### config.mk
export PLATFORM = sky130hd
export DESIGN_NAME = zmark_gen
export DESIGN_NICKNAME = d
export VERILOG_FILES = /design/src/rtl/zmark_pkg.sv /design/src/rtl/zmark_window.sv /design/src/rtl/zmark_msb.sv /design/src/rtl/zmark_fsm.sv /design/src/rtl/zmark_gen.sv
export SDC_FILE = /design/constraint.sdc
export NUM_CORES = 1
export LEC_CHECK = 0
export BUFFER_PORTS_ARGS = -buffer_cell sky130_fd_sc_hd__buf_4
export CORE_AREA = 4 4 41 43
export CTS_BUF_LIST = sky130_fd_sc_hd__clkbuf_2 sky130_fd_sc_hd__clkbuf_4 sky130_fd_sc_hd__clkbuf_8
export CTS_CLUSTER_SIZE = 12
export DETAILED_ROUTE_END_ITERATION = 7
export DIE_AREA = 0 0 45 47
export GPL_TIMING_DRIVEN = 0
export HOLD_SLACK_MARGIN = 0.15
export PLACE_DENSITY_LB_ADDON = 0.25
export REMOVE_ABC_BUFFERS = 1
export SYNTH_ARGS = -nofsm -noshare
export SYNTH_HDL_FRONTEND = slang
export SYNTH_SLANG_ARGS = --single-unit
### constraint.sdc
create_clock -name clk -period 0.9 [get_ports clk]
set_input_delay 0.045 -clock clk [delete_from_list [all_inputs] [get_ports clk]]
set_output_delay 0.045 -clock clk [all_outputs]
set_load 0.005 [all_outputs]
### src/rtl/zmark_pkg.sv
package zmark_pkg;

    typedef enum logic [1:0] {
        ST_WAIT  = 2'd0,
        ST_PULSE = 2'd1,
        ST_SPENT = 2'd2,
        ST_MSB   = 2'd3
    } zmark_state_t;

    localparam logic [1:0] PH_LO   = 2'b00;
    localparam logic [1:0] PH_OPEN = 2'b01;
    localparam logic [1:0] PH_HI   = 2'b10;

endpackage

### src/rtl/zmark_window.sv
module zmark_window #(
    parameter int ANG_W      = 6,
    parameter int SEL_W      = 3,
    parameter int ZERO_POS   = 8,
    parameter int HYST_STEPS = 1
) (
    input  logic [ANG_W-1:0] step_ang,
    input  logic             dir_neg,
    input  logic [SEL_W-1:0] res_sel,
    input  logic             a_nxt,
    input  logic             b_nxt,
    output logic             in_win
);
    // one setting per quarter width, from 1 step up to a quarter cycle
    localparam int NSET = ANG_W - 1;
    localparam logic [SEL_W-1:0] SEL_MAX = SEL_W'(NSET - 1);

    logic [ANG_W-1:0] ang_eff;
    logic [NSET-1:0]  per_hit;
    logic [SEL_W-1:0] sel_c;

    // negative direction lags by the hysteresis offset
    assign ang_eff = dir_neg ? (step_ang + ANG_W'(HYST_STEPS)) : step_ang;
    assign sel_c   = (res_sel > SEL_MAX) ? SEL_MAX : res_sel;

    // a full A/B period spans 4 quarters of 2^g steps
    for (genvar g = 0; g < NSET; g++) begin : g_period
        localparam int SH = g + 2;
        assign per_hit[g] = ((ang_eff >> SH) == ANG_W'(ZERO_POS >> SH));
    end

    assign in_win = a_nxt && b_nxt && per_hit[sel_c];

endmodule

### src/rtl/zmark_msb.sv
module zmark_msb #(
    parameter int ANG_W    = 6,
    parameter int ZERO_POS = 8
) (
    input  logic [ANG_W-1:0] step_ang,
    output logic             msb_bit
);
    logic [ANG_W-1:0] rel_ang;

    assign rel_ang = step_ang - ANG_W'(ZERO_POS);
    assign msb_bit = ~rel_ang[ANG_W-1];

endmodule

### src/rtl/zmark_fsm.sv
module zmark_fsm
    import zmark_pkg::*;
(
    input  logic clk,
    input  logic rst_n,
    input  logic in_win,
    input  logic zero_en,
    input  logic msb_mode,
    input  logic msb_bit,
    input  logic ab_both,
    output logic z_q
);
    zmark_state_t state_q, state_d;
    logic         z_d;

    always_comb begin
        state_d = state_q;
        if (msb_mode) begin
            state_d = ST_MSB;
        end else begin
            unique case (state_q)
                ST_MSB:   state_d = in_win ? ST_SPENT : ST_WAIT;
                ST_WAIT:  state_d = (in_win && zero_en) ? ST_PULSE : ST_WAIT;
                ST_PULSE: begin
                    if (!in_win)       state_d = ST_WAIT;
                    else if (!zero_en) state_d = ST_SPENT;
                    else               state_d = ST_PULSE;
                end
                ST_SPENT: state_d = in_win ? ST_SPENT : ST_WAIT;
            endcase
        end
    end

    always_comb begin
        z_d = (state_d == ST_PULSE) || ((state_d == ST_MSB) && msb_bit);
    end

    always_ff @(posedge clk or negedge rst_n) begin
        if (!rst_n) state_q <= ST_WAIT;
        else        state_q <= state_d;
    end

    always_ff @(posedge clk or negedge rst_n) begin
        if (!rst_n) z_q <= 1'b0;
        else        z_q <= z_d;
    end

    AST_PULSE_GATED: assert property (@(posedge clk) disable iff (!rst_n)
        (z_q && state_q != ST_MSB) |-> $past(zero_en));

    AST_PULSE_ON_AB: assert property (@(posedge clk) disable iff (!rst_n)
        (z_q && state_q != ST_MSB) |-> $past(ab_both));

    AST_NO_REPULSE: assert property (@(posedge clk) disable iff (!rst_n)
        (state_q == ST_SPENT && !msb_mode && in_win) |=> !z_q);

endmodule

### src/rtl/zmark_gen.sv
module zmark_gen
    import zmark_pkg::*;
#(
    parameter int ANG_W      = 6,
    parameter int SEL_W      = 3,
    parameter int ZERO_POS   = 8,
    parameter int HYST_STEPS = 1
) (
    input  logic             clk,
    input  logic             rst_n,
    input  logic [ANG_W-1:0] step_ang,
    input  logic             dir_neg,
    input  logic [SEL_W-1:0] res_sel,
    input  logic             a_nxt,
    input  logic             b_nxt,
    input  logic             zero_en,
    input  logic [1:0]       phase_sel,
    output logic             z_o
);
    logic in_win;
    logic msb_bit;
    logic msb_mode;

    assign msb_mode = (phase_sel == PH_OPEN);

    zmark_window #(
        .ANG_W(ANG_W), .SEL_W(SEL_W),
        .ZERO_POS(ZERO_POS), .HYST_STEPS(HYST_STEPS)
    ) win_i (
        .step_ang(step_ang), .dir_neg(dir_neg), .res_sel(res_sel),
        .a_nxt(a_nxt), .b_nxt(b_nxt), .in_win(in_win)
    );

    zmark_msb #(.ANG_W(ANG_W), .ZERO_POS(ZERO_POS)) msb_i (
        .step_ang(step_ang), .msb_bit(msb_bit)
    );

    zmark_fsm fsm_i (
        .clk(clk), .rst_n(rst_n), .in_win(in_win), .zero_en(zero_en),
        .msb_mode(msb_mode), .msb_bit(msb_bit),
        .ab_both(a_nxt & b_nxt), .z_q(z_o)
    );

    AST_RESET_LOW: assert property (@(posedge clk)
        $rose(rst_n) |-> !z_o);

    AST_MSB_FOLLOW: assert property (@(posedge clk) disable iff (!rst_n)
        (phase_sel == PH_OPEN) |=> (z_o == $past(msb_bit)));

endmodule

Word-level counts from Yosys, hierarchy flattened

Index checks and enable logic that the tools add are counted.
Widths: inputs -> output; s select.

Bitwise gates (word level): 1
Eq/ne operators: 8
Reduce and logical (&&, ||, !) cells: 9
Order comparisons: 2
Muxes and demuxes: 10
$add $sub $neg: 2

Operator list:

| cell                | count |
|---|---|
| $logic_not 6->1     | 2 |
| $mux 2              | 4 |
| $add 6x1->6 const B | 1 |
| $eq 2x1->1 const B  | 3 |
| $eq 2x2->1 const B  | 3 |
| $mux 6              | 1 |
| $pmux 2 s3          | 1 |
| $sub 6x4->6 const B | 1 |
| $eq 4x2->1 const B  | 1 |
| $logic_and 1x1->1   | 4 |
| $lt 3x4->1 const B  | 1 |
| $bmux 1 s3          | 1 |
| $eq 3x1->1 const B  | 1 |
| $gt 3x3->1 const B  | 1 |
| $mux 3              | 1 |
| $logic_not 2->1     | 1 |
| $mux 1              | 2 |
| $reduce_or 2->1     | 1 |
| $logic_or 1x1->1    | 1 |
| $not 1->1           | 1 |

Output and inout bits: 1
Logic and storage cells: 34
Flip-flop bits (word level): 3

Longest topological paths before layout

Word-level depth: 13
Mapped depth: 5

By module

Synthesis repeated with hierarchy kept, for this count alone.

Cell total of the unflattened synthesis: 30
Area total of the unflattened synthesis: 267.8 sq um

Modules (own cells, without submodules):

| module       | instances | area each (sq um) | cells an instance | seq. area each (sq um) |
|---|---|---|---|---|
| zmark_fsm    | 1         | 116.4             | 10                | 75.1 |
| zmark_window | 1         | 116.4             | 16                | 0.0 |
| zmark_gen    | 1         | 20.0              | 2                 | 0.0 |
| zmark_msb    | 1         | 15.0              | 2                 | 0.0 |

Least setup slack after synthesis

OpenSTA, ideal clock, no wires.

Path kind: input port to flip-flop
From: input dir_neg
To: register fsm_i.state_q[1]
Path slack: -118 ps
Stages on the path: 5
Data required time: 775 ps
Setup time: 125 ps
Data arrival time: 893 ps
Cell sequence: and4_1 > a221oi_1 > or3b_1 > a21oi_2 > o21ai_1

Word-level cells in the longest chain between the ends: 8
Elaborated cells on any way between the ends: 12

Ends and longest elaborated chain:

| what                                     | line                                              | RTL |
|---|---|---|
| from (decl)                              | zmark_gen.sv:12                                   | `input logic dir_neg,` |
| $mux 6 *                                 | zmark_window.sv:23                                | `assign ang_eff = dir_neg ? (step_ang + ANG_W'(HYST_STEPS)) : step_ang;` |
| $eq 4x2->1, or another cell as far along | zmark_window.sv:29                                | `assign per_hit[g] = ((ang_eff >> SH) == ANG_W'(ZERO_POS >> SH));` |
| $bmux 1 s3 *                             | zmark_window.sv:32                                | `assign in_win = a_nxt && b_nxt && per_hit[sel_c];` |
| $mux 1 (implied by the code) *           | zmark_window.sv:32                                |  |
| $logic_and 1x1->1 *                      | zmark_window.sv:32                                |  |
| $mux 2, on equally long branches         | zmark_fsm.sv:22, zmark_fsm.sv:29, zmark_fsm.sv:25 |  |
| $pmux 2 s3 *                             | zmark_fsm.sv:21                                   | `unique case (state_q)` |
| $mux 2 *                                 | zmark_fsm.sv:18                                   | `if (msb_mode) begin` |
| net fsm_i.state_d[1]                     | zmark_fsm.sv:13                                   | `zmark_state_t state_q, state_d;` |
| to (signal assigned)                     | zmark_fsm.sv:40                                   | `else state_q <= state_d;` |
| to (decl)                                | zmark_fsm.sv:13                                   |  |

The timed path passes the listed nets; every way through them passes the cells marked *. The select of a mux whose other input is x is not followed.

Final worst setup path

From: input step_ang[1]
To: register fsm_i.state_q[0]

Word-level cells in the longest chain between the ends: 10
Elaborated cells on any way between the ends: 14

Ends and longest elaborated chain:

| what                                     | line               | RTL |
|---|---|---|
| from (decl)                              | zmark_gen.sv:11    | `input logic [ANG_W-1:0] step_ang,` |
| $add 6x1->6 *                            | zmark_window.sv:23 |  |
| $mux 6 *                                 | zmark_window.sv:23 |  |
| $eq 4x2->1, or another cell as far along | zmark_window.sv:29 |  |
| $bmux 1 s3 *                             | zmark_window.sv:32 |  |
| $mux 1 (implied by the code) *           | zmark_window.sv:32 |  |
| $logic_and 1x1->1 *                      | zmark_window.sv:32 |  |
| $logic_and 1x1->1                        | zmark_fsm.sv:23    | `ST_WAIT: state_d = (in_win && zero_en) ? ST_PULSE : ST_WAIT;` |
| $mux 1                                   | zmark_fsm.sv:23    |  |
| $pmux 2 s3 *                             | zmark_fsm.sv:21    |  |
| $mux 2 *                                 | zmark_fsm.sv:18    |  |
| net fsm_i.state_d[0]                     | zmark_fsm.sv:13    |  |

Marks and branches as above.

==> impl_metrics.env <==
export IMPL_cp_buffers_inverters=1
export IMPL_p_seq_share_pct=26.3
export IMPL_p_int_w=0.000438
export IMPL_antenna_cells=0
export IMPL_arrival_ps=1030
export IMPL_drt_antenna_violating_nets=0
export IMPL_power_frac_comb_pct=27.5
export IMPL_setup_violations=3
export IMPL_synth_top_cell_area_share_pct=32.8
export IMPL_grt_max_degree=7
export IMPL_regArea_um2=75.1
export IMPL_final_nets=72
export IMPL_leakage_nw=0.220
export IMPL_cts_buffers=3
export IMPL_worstSkewPairLatency_ps=230
export IMPL_io_pins=18
export IMPL_track_usage_pct=7.75
export IMPL_numPortBuffers=17
export IMPL_dr_pass1_iters=2
export IMPL_syn_area_per_cell_um2=8.48
export IMPL_maxSlewViolCount=0
export IMPL_vdd_drop_max_mv=0.335
export IMPL_r2r_start="fsm_i.state_q[1]"
export IMPL_synth_area_um2=229
export IMPL_synth_top_family_by_area="simple AND/OR/NAND/NOR gates"
export IMPL_slew_headroom_pct=78.3
export IMPL_row_count=13
export IMPL_synthTopCellsByArea="dfrtp_1, nor2b_1, o211ai_1"
export IMPL_power_frac_clock_pct=46.2
export IMPL_synth_seq_cells=3
export IMPL_die_y_um=47
export IMPL_holdCritStartpoint="phase_sel[1]"
export IMPL_synth_area_leader_cell="dfrtp_1"
export IMPL_max_freq_mhz=1080
export IMPL_yosysSeqAreaShare_pct=32.8
export IMPL_p_switching_w=0.000125
export IMPL_ys_flop_type="dfrtp_1"
export IMPL_multiInputGateArea_um2=159
export IMPL_place_area_um2=375
export IMPL_initial_core_util_pct=17.6
export IMPL_synth_area_mux_share_pct=0
export IMPL_clockBufferDepth=2
export IMPL_wl_um=728
export IMPL_syn_to_final_growth_pct=114
export IMPL_fin_skew_ps=0.709
export IMPL_worstMarginPinSlew_ps=321
export IMPL_grt_ovfl_total=0
export IMPL_critical_path_max_stage_delay_ps=370
export IMPL_synth_cell_type_count=19
export IMPL_worstHoldPathType="primary input to flop"
export IMPL_synthTopCellsByCount="dfrtp_1, nor2b_1"
export IMPL_fin_crit_ps=923
export IMPL_fillers=138
export IMPL_synth_async_reset_ratio_pct=100
export IMPL_critPathTopFamily="simple AND/OR/NAND/NOR gates"
export IMPL_grt_pass1_vias=325
export IMPL_grt_pass1_wl_um=1150
export IMPL_cts_max_level=1
export IMPL_status="finished with violations"
export IMPL_synth_cells=27
export IMPL_crit_slowest_cell="or3b_1"
export IMPL_core_um2=1300
export IMPL_final_hold_viol_count=0
export IMPL_synthAdderAreaFrac_pct=0
export IMPL_p_sw_share_pct=22.1
export IMPL_antenna_found_initial=0
export IMPL_clock_sinks=3
export IMPL_path_cells="buf_6 > and4_4 > a221oi_2 > or3b_1 > a21oi_2 > o21ai_1"
export IMPL_drive_above_1_share_pct=44.4
export IMPL_cts_tree="built"
export IMPL_synth_xor_area_share_pct=3.83
export IMPL_synth_compound_area_share_pct=27.9
export IMPL_post_place_ws_ps=-331
export IMPL_startpoint="step_ang[1]"
export IMPL_die_area_um2=2120
export IMPL_required_ps=1010
export IMPL_power_density_nw_per_um2=1150
export IMPL_routabilityCongestion=0.703
export IMPL_cp_start_kind="primary input"
export IMPL_stdcell_area_um2=489
export IMPL_routedWlPerCell_um=10.6
export IMPL_vias=317
export IMPL_synth_edf_count=0
export IMPL_path_clk_slew_ps=40
export IMPL_yosys_area_share_simple_pct=33.9
export IMPL_cts_root_buffer="clkbuf_4"
export IMPL_drv_cap=0
export IMPL_rsz0062_at_grt="true"
export IMPL_fin_crit_sh_pct=103
export IMPL_die_w_um=45
export IMPL_synth_warnings=0
export IMPL_path_max_fanout=3
export IMPL_critPathCaptureType="flop"
export IMPL_dr_first_iter_drc_count=1
export IMPL_drc=0
export IMPL_via_per_inst=4.59
export IMPL_violations="setup timing"
export IMPL_setup_slack_ps=-23.2
export IMPL_path_class="primary input to flop"
==> final timing paths <==
check | endpoint | slack, ps | cells past startpoint
min reg2reg | fsm_i.state_q[0] | 580 | 3
max reg2reg | fsm_i.z_q | 40 | 3
min in group asynchronous | fsm_i.state_q[0] | 700 | 3
max in group asynchronous | fsm_i.z_q | 50 | 3
min | fsm_i.z_q | 170 | 3
max | fsm_i.state_q[0] | -20 | 6
==> metal layers <==
layer	global-route usage (%)	share of wire (%)	wire (um)
met5	0	0	0
met4	5.26	0	0
met3	3.07	15	106
met2	13.8	47	340
met1	7.31	39	282
==> tightest hold or removal path, cell delays in order <==
cell and delay, ps:
buf_4 70, nand2b_1 130, o22ai_1 100
==> power groups by stage <==
| stage | logic, W | clock network (W) | registers, W |
|---|---|---|---|
| 2_1_floorplan | 0.0000437 | 0 | 0.000150 |
| 3_3_place_gp | 0.000123 | 0 | 0.000150 |
| 3_5_place_dp | 0.000124 | 0 | 0.000150 |
| 4_1_cts | 0.000153 | 0.000275 | 0.000148 |
| 5_1_grt | 0.000167 | 0.000279 | 0.000149 |
| 6_report | 0.000155 | 0.000260 | 0.000148 |
==> final cells by class <==
cell class	instances	area share [%]
timing repair buffer	23	41.4
clock buffer	4	6.14
inverter	1	0.767
tap	15	3.84
multi-input combinational	23	32.5
sequential	3	15.3
==> logic make-up after synthesis <==
| kind of cell | count (synthesis) |
|---|---|
| simple gates | 13 |
| flops | 3 |
| xor+xnor | 1 |
| compound gates | 9 |
| buf+inv | 1 |
==> flip-flops by register name, indices dropped and copies added, names as in the netlist <==
name / count
fsm_i.state_q: 2
fsm_i.z_q: 1
==> placed cells by master, fill, tap and decap left out, types with 2 or more instances in the layout <==
master         count
buf_4             13
dlygate4sd3_1      6
buf_6              4
nor2b_1            3
clkbuf_4           4
nand4_1            2
o211ai_1           2
o21ai_1            2
nand3_1            2
dfrtp_1            3
==> per-stage QoR <==
stage | hold WS, ps | power [W] | util (%) | std cells | TNS, ps
finish | 169 | 0.000563 | 37.6 | 69 | -56.9
global route | 181 | 0.000595 | 37.6 | 69 | -227
CTS | 161 | 0.000577 | 37.3 | 69 | -99.4
detailed placement | -162 | 0.000273 | 28.8 | 59 | -967
global placement | -160 | 0.000272 | 28.8 | 59 | -890
floorplan | -251 | 0.000194 | - | 27 | -338
==> what timing repair did <==
item                                   CTS  global route
hold buffers                             6             0
gates resized for setup                  5             1
pin swaps                                6             3
setup endpoints to repair                3             3
cloned                                   0             0
setup buffers                            0             0
endpoints found under the hold margin    6             0
Note: power is estimated with default switching activity, not from simulation.
